--- config.mk ---
export PLATFORM = sky130hd
export DESIGN_NAME = mouse_pkt_enc
export DESIGN_NICKNAME = d
export VERILOG_FILES = /design/src/rtl/mpe_pkg.sv /design/src/rtl/mpe_axis_clip.sv /design/src/rtl/mpe_packer.sv /design/src/rtl/mpe_byte_fifo.sv /design/src/rtl/mouse_pkt_enc.sv
export SDC_FILE = /design/constraint.sdc
export NUM_CORES = 2
export LEC_CHECK = 0
export CAP_MARGIN = 30
export CORE_ASPECT_RATIO = 0.9
export CORE_UTILIZATION = 46
export CTS_BUF_LIST = sky130_fd_sc_hd__clkbuf_16
export DETAILED_ROUTE_END_ITERATION = 10
export PLACE_DENSITY = 0.66
export SYNTH_ARGS = -nofsm -noshare
export SYNTH_HDL_FRONTEND = slang
export SYNTH_HIERARCHICAL = 1
export SYNTH_SLANG_ARGS = --single-unit
--- constraint.sdc ---
create_clock -name clk -period 6.3 [get_ports clk]
set_clock_uncertainty 0.1 [all_clocks]
set_input_delay 0.63 -clock clk [delete_from_list [all_inputs] [get_ports clk]]
set_output_delay 0.63 -clock clk [all_outputs]
set_load 0.03 [all_outputs]
--- src/rtl/mpe_pkg.sv ---
package mpe_pkg;
  typedef logic [7:0] byte_t;

  localparam int BTN_W    = 3;
  localparam int HDR_BASE = 8'h87;

  // Header byte: fixed marker with each pressed button clearing its bit.
  function automatic byte_t hdr_byte(input logic [BTN_W-1:0] pressed);
    hdr_byte = byte_t'(HDR_BASE) & ~{{(8-BTN_W){1'b0}}, pressed};
  endfunction
endpackage

--- src/rtl/mpe_axis_clip.sv ---
module mpe_axis_clip #(
  parameter int IW  = 10,
  parameter int OW  = 8,
  parameter bit NEG = 1'b0
) (
  input  logic [IW-1:0] raw,
  output logic [OW-1:0] clipped
);
  localparam int LIM = (2 ** (OW - 1)) - 1;

  logic signed [IW:0] ext;
  logic signed [IW:0] pos_lim;
  logic signed [IW:0] neg_lim;

  generate
    if (NEG) begin : g_neg
      assign ext = -$signed({raw[IW-1], raw});
    end else begin : g_pos
      assign ext = $signed({raw[IW-1], raw});
    end
  endgenerate

  assign pos_lim = (IW+1)'(LIM);
  assign neg_lim = -pos_lim;

  always_comb begin
    if (ext > pos_lim)      clipped = pos_lim[OW-1:0];
    else if (ext < neg_lim) clipped = neg_lim[OW-1:0];
    else                    clipped = ext[OW-1:0];
  end
endmodule

--- src/rtl/mpe_packer.sv ---
module mpe_packer
  import mpe_pkg::*;
#(
  parameter int MW      = 10,
  parameter int PKT_LEN = 5
) (
  input  logic             clk,
  input  logic             rst_n,
  input  logic             ev_valid,
  output logic             ev_ready,
  input  logic [MW-1:0]    ev_dx,
  input  logic [MW-1:0]    ev_dy,
  input  logic [MW-1:0]    ev_dz,
  input  logic [BTN_W-1:0] ev_btn,
  input  byte_t            x_byte,
  input  byte_t            y_byte,
  output logic             push,
  output byte_t            push_byte
);
  localparam int CW = $clog2(PKT_LEN + 1);
  localparam int SW = 8 * PKT_LEN;

  logic [CW-1:0] left;
  logic [SW-1:0] shreg;
  logic [SW-1:0] frame;
  logic          is_null;
  logic          take;

  assign is_null = (ev_dx == '0) && (ev_dy == '0) && (ev_dz == '0) && (ev_btn == '0);
  assign ev_ready = (left == '0);
  assign take     = ev_valid && ev_ready && !is_null;

  // Byte 0 leaves first; trailing bytes stay zero.
  always_comb begin
    frame         = '0;
    frame[7:0]    = hdr_byte(ev_btn);
    frame[15:8]   = x_byte;
    frame[23:16]  = y_byte;
  end

  always_ff @(posedge clk or negedge rst_n) begin
    if (!rst_n) begin
      left  <= '0;
      shreg <= '0;
    end else if (take) begin
      left  <= CW'(PKT_LEN);
      shreg <= frame;
    end else if (left != '0) begin
      left  <= left - 1'b1;
      shreg <= shreg >> 8;
    end
  end

  assign push      = (left != '0);
  assign push_byte = shreg[7:0];
endmodule

--- src/rtl/mpe_byte_fifo.sv ---
module mpe_byte_fifo
  import mpe_pkg::*;
#(
  parameter int DEPTH = 256
) (
  input  logic                       clk,
  input  logic                       rst_n,
  input  logic                       push,
  input  byte_t                      push_byte,
  input  logic                       pop,
  output byte_t                      head,
  output logic                       not_empty,
  output logic [$clog2(DEPTH+1)-1:0] fill
);
  localparam int AW = (DEPTH > 1) ? $clog2(DEPTH) : 1;
  localparam int FW = $clog2(DEPTH + 1);

  byte_t         mem [DEPTH];
  logic [AW-1:0] wptr;
  logic [AW-1:0] rptr;
  logic          pop_ok;
  logic          push_ok;

  assign not_empty = (fill != '0);
  assign pop_ok    = pop && not_empty;
  assign push_ok   = push && ((fill != FW'(DEPTH)) || pop_ok);
  assign head      = not_empty ? mem[rptr] : 8'h00;

  function automatic logic [AW-1:0] bump(input logic [AW-1:0] p);
    bump = (p == AW'(DEPTH - 1)) ? '0 : p + 1'b1;
  endfunction

  always_ff @(posedge clk) begin
    if (push_ok) mem[wptr] <= push_byte;
  end

  always_ff @(posedge clk or negedge rst_n) begin
    if (!rst_n) begin
      wptr <= '0;
      rptr <= '0;
      fill <= '0;
    end else begin
      if (push_ok) wptr <= bump(wptr);
      if (pop_ok)  rptr <= bump(rptr);
      case ({push_ok, pop_ok})
        2'b10:   fill <= fill + 1'b1;
        2'b01:   fill <= fill - 1'b1;
        default: fill <= fill;
      endcase
    end
  end
endmodule

--- src/rtl/mouse_pkt_enc.sv ---
module mouse_pkt_enc
  import mpe_pkg::*;
#(
  parameter int MW         = 10,
  parameter int PKT_LEN    = 5,
  parameter int FIFO_DEPTH = 256
) (
  input  logic             clk,
  input  logic             rst_n,
  input  logic             ev_valid,
  output logic             ev_ready,
  input  logic [MW-1:0]    ev_dx,
  input  logic [MW-1:0]    ev_dy,
  input  logic [MW-1:0]    ev_dz,
  input  logic [BTN_W-1:0] ev_btn,
  input  logic             rd_take,
  output logic [7:0]       rd_byte,
  output logic             rd_avail
);
  localparam int FW = $clog2(FIFO_DEPTH + 1);

  byte_t         x_byte;
  byte_t         y_byte;
  logic          pk_push;
  byte_t         pk_byte;
  logic [FW-1:0] fifo_fill;

  mpe_axis_clip #(.IW(MW), .OW(8), .NEG(1'b0)) u_clip_x (
    .raw(ev_dx), .clipped(x_byte)
  );

  mpe_axis_clip #(.IW(MW), .OW(8), .NEG(1'b1)) u_clip_y (
    .raw(ev_dy), .clipped(y_byte)
  );

  mpe_packer #(.MW(MW), .PKT_LEN(PKT_LEN)) u_packer (
    .clk(clk), .rst_n(rst_n),
    .ev_valid(ev_valid), .ev_ready(ev_ready),
    .ev_dx(ev_dx), .ev_dy(ev_dy), .ev_dz(ev_dz), .ev_btn(ev_btn),
    .x_byte(x_byte), .y_byte(y_byte),
    .push(pk_push), .push_byte(pk_byte)
  );

  mpe_byte_fifo #(.DEPTH(FIFO_DEPTH)) u_fifo (
    .clk(clk), .rst_n(rst_n),
    .push(pk_push), .push_byte(pk_byte),
    .pop(rd_take),
    .head(rd_byte), .not_empty(rd_avail), .fill(fifo_fill)
  );
endmodule

# Yosys cells after proc, flatten, opt, wreduce, memory -nomap -nowiden
# Memory sizes are Yosys's and may differ from the RTL's.
# Index checks and enable logic that the tools add are counted.
# Widths: inputs -> output; s select.
[op_classes]
n_addsub = 6
n_lt_le_gt_ge = 4
n_eq_ne = 5
mux = 14
bitwise_logic = 1
reduce_logical = 18
[ops]
columns = ["operator", "n"]
rows = [
  ["$mux 40", 2],
  ["$mux 8", 7],
  ["$logic_not 10->1", 3],
  ["$pmux 9 s2", 1],
  ["$add 8x1->8 const B", 2],
  ["$eq 8x8->1 const B", 2],
  ["$gt 11x8->1 const B", 1],
  ["$lt 11x8->1 const B", 1],
  ["$neg 10->11", 1],
  ["$gt 10x8->1 const B", 1],
  ["$lt 10x8->1 const B", 1],
  ["$add 9x1->9 const B", 1],
  ["$ne 9x9->1 const B", 1],
  ["$reduce_bool 9->1", 1],
  ["$sub 9x1->9 const B", 1],
  ["$not 3->8", 1],
  ["$logic_and 1x1->1", 7],
  ["$logic_not 3->1", 2],
  ["$mux 3", 2],
  ["$reduce_bool 2->1", 2],
  ["$reduce_bool 3->1", 1],
  ["$sub 3x1->3 const B", 1],
  ["$eq 2x1->1 const B", 1],
  ["$eq 2x2->1 const B", 1],
  ["3 further kinds", 4],
]
[word_totals]
reg_bits = 68
ramBits = 2048
in_bits = 37
wordCells = 54
memories = 1
[mem_list]
columns = ["memory", "words", "width", "read_ports", "rd_ports_with_merged_regs", "write_ports", "line_no", "rtl"]
rows = [
  ["u_fifo.mem", 256, 8, 1, 0, 1, "mpe_byte_fifo.sv:18", "byte_t mem [DEPTH];"],
]

# Logic depth before layout (Yosys ltp)
[depth]
depth_word = 7
depth_mapped = 16
mapped_depth_nobuf = 14

# Modules after synthesis
# Netlist, hierarchy kept.
[by_module_without_submodules]
columns = ["module", "n_inst", "cells_per_inst", "area_each_um2", "seq_area_each_um2"]
rows = [
  ["mpe_byte_fifo", 1, 3679, 80991.4, 62124.6],
  ["mpe_packer", 1, 178, 1579.0, 675.6],
  ["mpe_axis_clip at u_clip_y", 1, 59, 400.4, 0.0],
  ["mpe_axis_clip at u_clip_x", 1, 34, 183.9, 0.0],
]

# Worst setup path before layout
# OpenSTA, ideal clock, no wires.
[synth_timing]
path_type = "flip-flop to flip-flop"
from = "register u_packer.left[0]"
to = "register u_fifo.fill[8]"
arrival_ns = 3.459
required_ns = 6.110
slack_ns = 2.651
stages_incl_launch_ff = 17
path_buffers = 3
path_cell_list = "dfrtp_1 inv_1 ha_1 nor2b_1 clkbuf_1 clkbuf_1 inv_1 clkbuf_1 nor2_1 ha_1 a21o_1 a21oi_1 o21bai_1 a21oi_1 o21ai_0 a221o_1 o221ai_1"
[synth_between]
elab_chain_len = 4
[synth_lines]
columns = ["element", "line_no", "rtl"]
rows = [
  ["start: declaration", "mpe_packer.sv:23", "logic [CW-1:0] left;"],
  ["start signal: assignment", "mpe_packer.sv:46", "left <= CW'(PKT_LEN);"],
  ["start signal: assignment", "mpe_packer.sv:49", "left <= left - 1'b1;"],
  ["$reduce_bool 3->1 (*)", "mpe_packer.sv:54", "assign push = (left != '0);"],
  ["named net pk_push", "mouse_pkt_enc.sv:24", "logic pk_push;"],
  ["$logic_and 1x1->1 (*)", "mpe_byte_fifo.sv:26", "assign push_ok = push && ((fill != FW'(DEPTH)) || pop_ok);"],
  ["$eq 2x1->1 / $eq 2x2->1 (equally long branches)", "mpe_byte_fifo.sv:45", "case ({push_ok, pop_ok})"],
  ["$pmux 9 s2 / $reduce_bool 2->1 (equally long branches)", "-", ""],
  ["end signal: assignment", "mpe_byte_fifo.sv:46", "2'b10: fill <= fill + 1'b1;"],
  ["end signal: assignment", "mpe_byte_fifo.sv:47", "2'b01: fill <= fill - 1'b1;"],
  ["end signal: assignment", "mpe_byte_fifo.sv:48", "default: fill <= fill;"],
  ["end: declaration", "mpe_byte_fifo.sv:13", "output logic [$clog2(DEPTH+1)-1:0] fill"],
]
# The timed path passes the listed nets; every way through them passes the cells marked *.
# A chain may end at the register's enable or synchronous reset.

# Final worst setup path
[layout_timing]
from = "register u_fifo.rptr[1]"
to = "output rd_byte[0]"
[layout_between]
elab_chain_len = 2
[layout_lines]
columns = ["element", "line_no", "rtl"]
rows = [
  ["start: declaration", "mpe_byte_fifo.sv:20", "logic [AW-1:0] rptr;"],
  ["start signal: assignment", "mpe_byte_fifo.sv:44", "if (pop_ok) rptr <= bump(rptr);"],
  ["$mem_v2 256x8", "-", ""],
  ["$mux 8", "mpe_byte_fifo.sv:27", "assign head = not_empty ? mem[rptr] : 8'h00;"],
  ["end: declaration", "mouse_pkt_enc.sv:17", "output logic [7:0] rd_byte,"],
]
# No other way between the ends.

==> flow_metrics.py <==
metrics = {
    "setup_path": {
        "cp_slowest_stage_delay_ps": 1000,
        "slowest_stage": "dfrtp_4",
        "arrival_ps": 5570,
        "crit_chain": "buf_12 > buf_4 > mux4_2 > mux4_2 > o21ai_0 > nor2_1 > o21ai_1 > o221ai_1 > buf_4",
        "regToRegStartpoint": "u_packer/left[0]",
        "endpoint_kind": "output port",
        "critPathRequiredTime_ps": 5570,
        "path_max_fanout": 39,
        "reg2reg_depth": 10,
        "start_kind": "register",
        "critPathKind": "register to output port",
        "r2r_end": "u_fifo/mem[31][6]",
        "rrSetupSlack_ps": 1820,
    },
    "global_route": {
        "antenna_found_initial": 3,
        "grt_pass1_vias": 40822,
        "grt-ovfl-total": 0,
        "grt_pass1_wl_mm": 295,
        "grt_max_degree": 217,
        "grt_use_total_pct": 22.4,
    },
    "detailed_routing": {
        "wl_per_cell_um": 30.2,
        "drc": 0,
        "ant_nets": 0,
        "drtIter0Drc": 5577,
        "dr_total_vias": 41742,
        "dr.pass1.iters": 6,
        "via_per_inst": 6.22,
        "routed_wl_mm": 203,
    },
    "timing": {
        "slew_headroom_pct": 24.4,
        "rsz0062_at_grt": "false",
        "period_share_pct": 100,
        "min_period_ps": 6300,
        "slew_violations": 0,
        "postLayoutSetupSlackWorst_ps": -3.16,
        "finalSetupViolations": 1,
        "fmax_mhz": 159,
        "worst_pin_slew_ps": 1130,
        "hold_viol": 0,
    },
    "yosys": {
        "synthCells": 3950,
        "ys.flop_type": "edfxtp_1",
        "async_flop_share_pct": 2.48,
        "synth.distinct_cells": 76,
        "synth_nets": 4004,
        "ys_warn_count": 6,
        "ys_ff_latch": 2100,
        "syn_area_per_cell_sq_um": 21.1,
        "synth_edf_count": 2048,
        "yosysSeqAreaShare_pct": 75.5,
        "syn_area_sq_um": 83200,
    },
    "min_path": {
        "hp-class": "input port to register",
        "hold_end": "u_packer/shreg[0]",
        "hold_start": "ev_btn[0]",
        "worstHoldPathCells": 2,
    },
    "outcome": {
        "status": "finished, violations left",
        "violations": "negative setup slack",
    },
    "clocking": {
        "root_buffer": "clkbuf_16",
        "clkTransAtPathRegs_ps": 60,
        "cts_max_level": 4,
        "worstSkewPairLatency_ps": 850,
        "cts_tree": "done",
        "cts.path.max_buffers": 3,
        "clock-sinks": 2100,
        "cts_buffers": 201,
    },
    "finish": {
        "nets": 4211,
        "fill_cells": 13571,
        "stdcell_area_sq_um": 93700,
        "drive_gt1_share_pct": 25.6,
        "synthToLayoutAreaGrowth_pct": 12.7,
        "n_antenna_cell": 0,
    },
    "power_and_ir_drop": {
        "vdd_ir_drop_max_v": 0.000319,
        "p_per_area_nw_per_um2": 415,
        "power_mw": 38.9,
        "p_leak_nw": 29.8,
    },
    "run": {
        "cap_violations": 0,
    },
    "floorplan": {
        "row_count": 147,
        "start_util_pct": 46.5,
        "dieArea_sq_um": 182000,
        "dieWidth_um": 450,
        "die_y_um": 405,
        "coreArea_sq_um": 179000,
        "io_pins": 47,
    },
    "placement": {
        "portBuffers": 46,
        "dp_hpwl_mm": 124,
        "place_congestion": 0.903,
        "placed_cell_area_sq_um": 87100,
    },
}
## area by class of cell
cell class                      instances  area, sq um  share of cell area, %
Clock buffer                          203         5080                   5.42
Clock inverter                        175         1360                   1.45
Inverter                               27          101                  0.108
Multi-Input combinational cell       1578        18900                   20.2
Sequential cell                      2100        62800                   67.1
Tap cell                             2384         2980                   3.18
Timing Repair Buffer                  249         2450                   2.61
## cells by family after synthesis
kind of cell	after synthesis	synth area share (%)
adders and majority gates	17	0.265
AOI/OAI and AO/OA	288	2.47
muxes	673	16.6
buffers and inverters	272	1.88
and+or+nand+nor	584	3.13
DFF	2100	75.5
xor gates and xnor gates	16	0.169
## registers in the layout (all words and copies together) (netlist names)
register	count
u_fifo/fill	9
u_fifo/mem	2048
u_fifo/rptr	8
u_fifo/wptr	8
u_packer/left	3
u_packer/shreg	24
## metal layers
layer	up-vias	share of wire [%]	track usage, %
met5	-	0.016	0
met4	4	3.3	7.49
met3	380	10	4.70
met2	2230	45	32.4
met1	22241	42	34.0
li1	16887	-	-
## Yosys cell counts, types with 31 or more instances
master	number	share of area (%)
dfrtp_1	52	1.6
clkbuf_1	112	0.51
buf_2	56	0.34
nor2_1	311	1.4
mux4_2	561	15
buf_6	31	0.42
o21ai_0	44	0.26
nand2_1	118	0.53
mux2i_1	98	1.2
nand3_1	36	0.22
a21oi_1	50	0.30
edfxtp_1	2048	74
## worst max path at each step
| stage | start | end | slack (ps) | depth (start not counted) |
|---|---|---|---|---|
| finish | u_fifo/rptr[1] | rd_byte[0] | -3 | 9 |
| global route | u_fifo/rptr[1] | rd_byte[0] | 100 | 9 |
| CTS | u_fifo/rptr[0] | rd_byte[1] | 60 | 9 |
| detailed placement | u_fifo/rptr[0] | rd_byte[1] | 630 | 9 |
| global placement | u_fifo/rptr[0] | rd_byte[1] | 610 | 9 |
| floorplan | u_packer/left[0] | u_fifo/fill[8] | 2650 | 16 |
## where the power goes
group          internal (mW)  switching (mW)
combinational           3.48            6.36
clock                   6.59            5.16
sequential              16.7           0.540
## critical path, delay by kind of cell (launching register included)
kind | cells | cell delay, ps
compound gates | 3 | 1680
buf+inv | 3 | 920
flops | 1 | 1000
mux | 2 | 890
simple gates | 1 | 130
## cell usage in the layout (no fill, tap or decap), drive strengths merged, types with 36 or more instances in the layout
cell type	n
dfrtp	52
nand3	36
mux4	561
clkinv	94
nor2	311
buf	206
nand2	118
clkbuf	203
a21oi	50
clkdlybuf4s50	42
mux2i	98
o21ai	52
inv	83
edfxtp	2048
## metrics by stage
step / util (%) / hold WS, ps / worst slack [ps] / TNS [ps] / cells
2_1_floorplan: - / 234 / 2650 / 0 / 3950
5_1_grt: 52.4 / 356 / 97.8 / 0 / 6716
3_3_place_gp: 48.6 / 383 / 614 / 0 / 6321
3_5_place_dp: 48.7 / 381 / 630 / 0 / 6327
6_report: 52.4 / 366 / -3.16 / -3.16 / 6716
4_1_cts: 52.3 / 315 / 55.7 / 0 / 6707
## repair_timing
| item | CTS | global route |
|---|---|---|
| gates cloned | 0 | 0 |
| resized for setup | 1 | 0 |
| endpoints found under the hold margin | 52 | 0 |
| hold buffers | 1 | 0 |
| setup buffers | 1 | 5 |
| setup endpoints to repair | 1 | 1 |
No activity file was read; power rests on OpenSTA's default activity.
